$ cat src/rtl/cmem_init_engine.sv
module cmem_init_engine #(
  parameter int IDX_W    = 10,
  parameter int CTRL_W   = 6,
  parameter int RA_W     = 2,
  parameter int RD_W     = 8,
  parameter int MODE_SEL = 0,
  parameter int PTR_SEL  = 1,
  parameter int DATA_SEL = 2,
  parameter logic [RD_W-1:0] DIAG_PTR   = 8'h30,
  parameter logic [RD_W-1:0] START_CODE = 8'h0C,
  parameter logic [RD_W-1:0] EXIT_CODE  = 8'h00,
  parameter logic [RD_W-1:0] MODE_ARM   = 8'h00,
  parameter logic [RD_W-1:0] MODE_RST   = 8'hFF
) (
  input  logic                    clk,
  input  logic                    rst_n,
  input  logic                    reg_wr,
  input  logic [RA_W-1:0]         reg_addr,
  input  logic [RD_W-1:0]         reg_wdata,
  output logic                    mem_we,
  output logic [IDX_W-1:0]        mem_addr,
  output logic [CTRL_W+IDX_W-1:0] mem_wdata,
  output logic                    busy,
  output logic                    done
);
  localparam int WORD_W = CTRL_W + IDX_W;
  localparam logic [IDX_W-1:0] LAST = {IDX_W{1'b1}};

  logic [RD_W-1:0]  mode_q, ptr_q;
  logic [IDX_W-1:0] idx_q;
  logic             busy_q, done_q;

  wire wr_mode  = reg_wr && (reg_addr == RA_W'(MODE_SEL));
  wire wr_ptr   = reg_wr && (reg_addr == RA_W'(PTR_SEL));
  wire wr_data  = reg_wr && (reg_addr == RA_W'(DATA_SEL));
  wire at_diag  = (ptr_q == DIAG_PTR);
  wire armed    = at_diag && (mode_q == MODE_ARM);
  wire start    = wr_data && armed && (reg_wdata == START_CODE) && !busy_q;
  wire leave    = wr_data && at_diag && (reg_wdata == EXIT_CODE);
  wire last     = (idx_q == LAST);

  always_ff @(posedge clk) begin
    if (!rst_n) begin
      mode_q <= MODE_RST;
      ptr_q  <= '0;
      idx_q  <= '0;
      busy_q <= 1'b0;
      done_q <= 1'b0;
    end else begin
      if (wr_mode) mode_q <= reg_wdata;
      if (wr_ptr)  ptr_q  <= reg_wdata;
      if (start) begin
        busy_q <= 1'b1;
        idx_q  <= '0;
        done_q <= 1'b0;
      end else if (busy_q) begin
        if (last) begin
          busy_q <= 1'b0;
          done_q <= 1'b1;
        end else begin
          idx_q <= idx_q + 1'b1;
        end
      end
      if (leave) done_q <= 1'b0;
    end
  end

  assign mem_we    = busy_q;
  assign mem_addr  = idx_q;
  assign mem_wdata = {{CTRL_W{1'b0}}, idx_q};
  assign busy      = busy_q;
  assign done      = done_q;
endmodule

$ cat config.mk
export PLATFORM = sky130hd
export DESIGN_NAME = cmem_init_engine
export DESIGN_NICKNAME = d
export VERILOG_FILES = /design/src/rtl/cmem_init_engine.sv
export SDC_FILE = /design/constraint.sdc
export NUM_CORES = 1
export LEC_CHECK = 0
export ABC_AREA = 1
export CAP_MARGIN = 10
export CORE_ASPECT_RATIO = 1.4
export CORE_MARGIN = 1
export CORE_UTILIZATION = 38
export CTS_CLUSTER_SIZE = 12
export DETAILED_ROUTE_END_ITERATION = 6
export PLACE_DENSITY = 0.66
export SLEW_MARGIN = 10
export SYNTH_ARGS = -nofsm -noshare
export SYNTH_HDL_FRONTEND = slang
export SYNTH_SLANG_ARGS = --single-unit
$ cat constraint.sdc
create_clock -name clk -period 2.75 [get_ports clk]
set_clock_uncertainty 0.05 [all_clocks]
set_input_delay 0.825 -clock clk [delete_from_list [all_inputs] [get_ports clk]]
set_output_delay 0.825 -clock clk [all_outputs]
set_load 0.03 [all_outputs]
==> summary.md <==
| Metric | Value |
|---|---|
| WS Path Type | `reg -> out` |
| N_diodes | `0` |
| Placed Cells | `274` |
| Synth cell types | `27` |
| Reg2reg start | `mem_addr[0]$_SDFFE_PP0P_` |
| Cells after Synth | `211` |
| Syn avg cell area | `between 7 and 8 um2` |
| Required time of the worst setup path | `about 1.9 ns` |
| Mux cell area share after synthesis | `0%` |
| CTS H-tree lvls | `1` |
| GP Congestion | `between 0.8 and 0.9` |
| Via count | `1317` |
| Crit path from | `busy$_SDFF_PN0_` |
| Clock Tree Buf Depth | `2` |
| Simple-Gate Fraction of Synth Area | `a little under a third` |
| RSZ-0062 raised after global routing | `false` |
| Layout cells sized above 1 | `under 10%` |
| Number of global-route vias before repair | `1194` |
| Crit path largest cell delay | `0.73 ns` |
| Hold slack | `between 0.4 and 0.5 ns` |
| Mapped cell area | `0.00148 mm2` |
| Initial core utilization | `40.3%` |
| Area delta synth->final | `21.6%` |
| Max Fclk | `around 420 MHz` |
| Drt first pass iters | `4` |
| Fin util | `49.0%` |
| TritonCTS clock tree | `done` |
| Total gr overflow | `0` |
| Final Max Slew Viols | `0` |
| Hold WC Path Type | `reg -> reg` |
| Fillcell total | `390` |
| Largest family of logic cells by synthesized area | `simple AND/OR/NAND/NOR gates` |
| Die Ht | `75.9 um` |
| Area taken by multi-input logic gates | `697 um2` |
| DRT antenna net count | `0` |
| Cts repair resizes | `0` |
| Most frequent cells in the layout | `nand2_1 (50), clkdlybuf4s50_1 (35), nor2_1 (29)` |
| Final nets | `251` |
| Die width | `~55 um` |
| CP max-delay cell | `clkdlybuf4s50_1` |
| Final Hold Viols | `0` |
| I/O Buffers | `35` |
| Seq/Total Area, Yosys | `37.8%` |
| Max cap viols | `0` |
| Status | `finished clean` |
| Setup crit start kind | `register` |
| Post-synthesis compound-gate area fraction | `approximately an eighth` |
| Warnings from Yosys | `0` |
| Max IR drop VDD | `0.194 mV` |
| Post-Route Setup TNS | `0 ns` |
| GRT Total Usage | `16.7%` |
| DR iter-0 viols | `around 50` |
| Cell Count, Final, Fillers Out | `277` |
| WL/cell | `10.9 um` |
| FP Rows | `26` |
| Cell family with most CP delay | `buffers and inverters` |
| CP Capture Type | `output pin` |
| Total leakage power | `0.720 nW` |
| CTS Hold Buffers Added | `0` |
| Total CTS buffers | `3` |
| Post-DP HPWL | `around 2400 um` |
| Setup violators final | `0` |
| Worst EP arrival | `1.48 ns` |
| Cell Chain, Critical Path | `clkdlybuf4s50_1` |
| Clk slew on worst S/H paths | `0.09 ns` |
| Seq cells post-synth | `28` |
| Root Driver | `clkbuf_8` |
| P per Cell Area | `394 mW/mm2` |
| Largest net degree at the start of global routing | `15` |
| Post-synthesis adder-cell area fraction | `0.844%` |
| Power Total | `about 0.71 mW` |
| Initial antenna violation count | `0` |
| Reg area | `~560 um2` |
| Clk sinks | `28` |
| Period minus WS final | `2.36 ns` |
| Area of the die | `0.00416 mm2` |
| CP Max Fanout | `7` |
| Setup Buffers After CTS | `0` |
| First-pass GRT wire length | `5230 um` |
| Register-to-Register Setup Slack | `1.01 ns` |
| Tcrit/Tclk final | `85.8%` |
| Vias per Instance | `4.75` |
| Min-delay src | `mode_q[1]$_SDFFE_PN1P_` |
| Worst Path Buf+Inv | `1` |
| Top Ports | `42` |
| Worst-Skew Late Latency | `0.27 ns` |
| Core area | `0.00368 mm2` |
| WL final | `3030 um` |
| # DRC | `0` |
| Commonest non-fill, non-tap cell in the layout | `nand2_1` |
| Post-Synth XOR/XNOR Area | `2.36%` |
-- layer usage --
layer / global-route usage [%] / wire [um] / vias up
met1: 20.9 / 1270 / 579
met4: 6.41 / 45 / 0
li1: - / - / 697
met2: 27.8 / 1610 / 37
met5: 0 / 0 / -
met3: 1.81 / 104 / 4
-- through the flow --
step | setup WS, ns | instance area [um2]
after floorplan | 1.05 | 1500
after global routing | 0.320 | 1800
after global placement | 0.331 | 1760
final | 0.390 | 1800
after detailed placement | 0.276 | 1760
after CTS | 0.365 | 1800
-- kinds of logic after synthesis --
group	after synthesis
flip-flops	28
AND/OR/NAND/NOR	103
XOR/XNOR	4
AO/OA/AOI/OAI	30
adder cells (fa/ha/maj)	1
buffers and inverters	44
other	1
-- synth_stat cells --
master    count  area [um2]
nand3_2       1        10.0
nand3b_1      1        7.51
dfxtp_1      28         561
nand2_1      50         188
nor3_1        2        10.0
nor3_4        1        16.3
conb_1        1        3.75
o21ai_0      10        50.1
clkbuf_1      2        7.51
nand3_1      10        50.1
a21oi_1      11        55.1
xnor2_1       1        8.76
nand2_2       1        6.26
nand4_1       5        31.3
o211ai_1      5        37.5
a21boi_0      1        7.51
nor2_1       29         109
nor2_2        2        12.5
a21oi_2       2        17.5
inv_2         1        3.75
ha_1          1        12.5
inv_1        22        82.6
xor2_1        3        26.3
o21bai_1      1        7.51
buf_4        17         128
nand3b_2      1        11.3
buf_6         2        22.5
-- state kept, by name, summed over array words and instances (netlist names) --
signal    cells
ptr_q         8
busy          1
mem_addr     10
mode_q        8
done          1
-- final cells by class --
type	count	share of cell area [%]
flip-flops and latches	28	31.1
repair buffers	37	20.3
multi-input cells	144	38.7
well taps	42	2.91
clock buffers	3	2.29
inverters	23	4.79
-- report_power, final --
part | leakage (nW) | switching [mW] | internal, mW | total [mW]
clock network | 0.0216 | 0.115 | 0.0981 | 0.213
registers | 0.228 | 0.00564 | 0.417 | 0.423
logic | 0.471 | 0.0458 | 0.0287 | 0.0745
-- worst paths after layout --
kind,end,cells past startpoint
min reg2reg,mode_q[1]$_SDFFE_PN1P_,2
max,mem_we,1
max reg2reg,mem_addr[9]$_SDFFE_PP0P_,8
min,mode_q[1]$_SDFFE_PN1P_,2
Note: power is estimated with default switching activity, not from simulation.
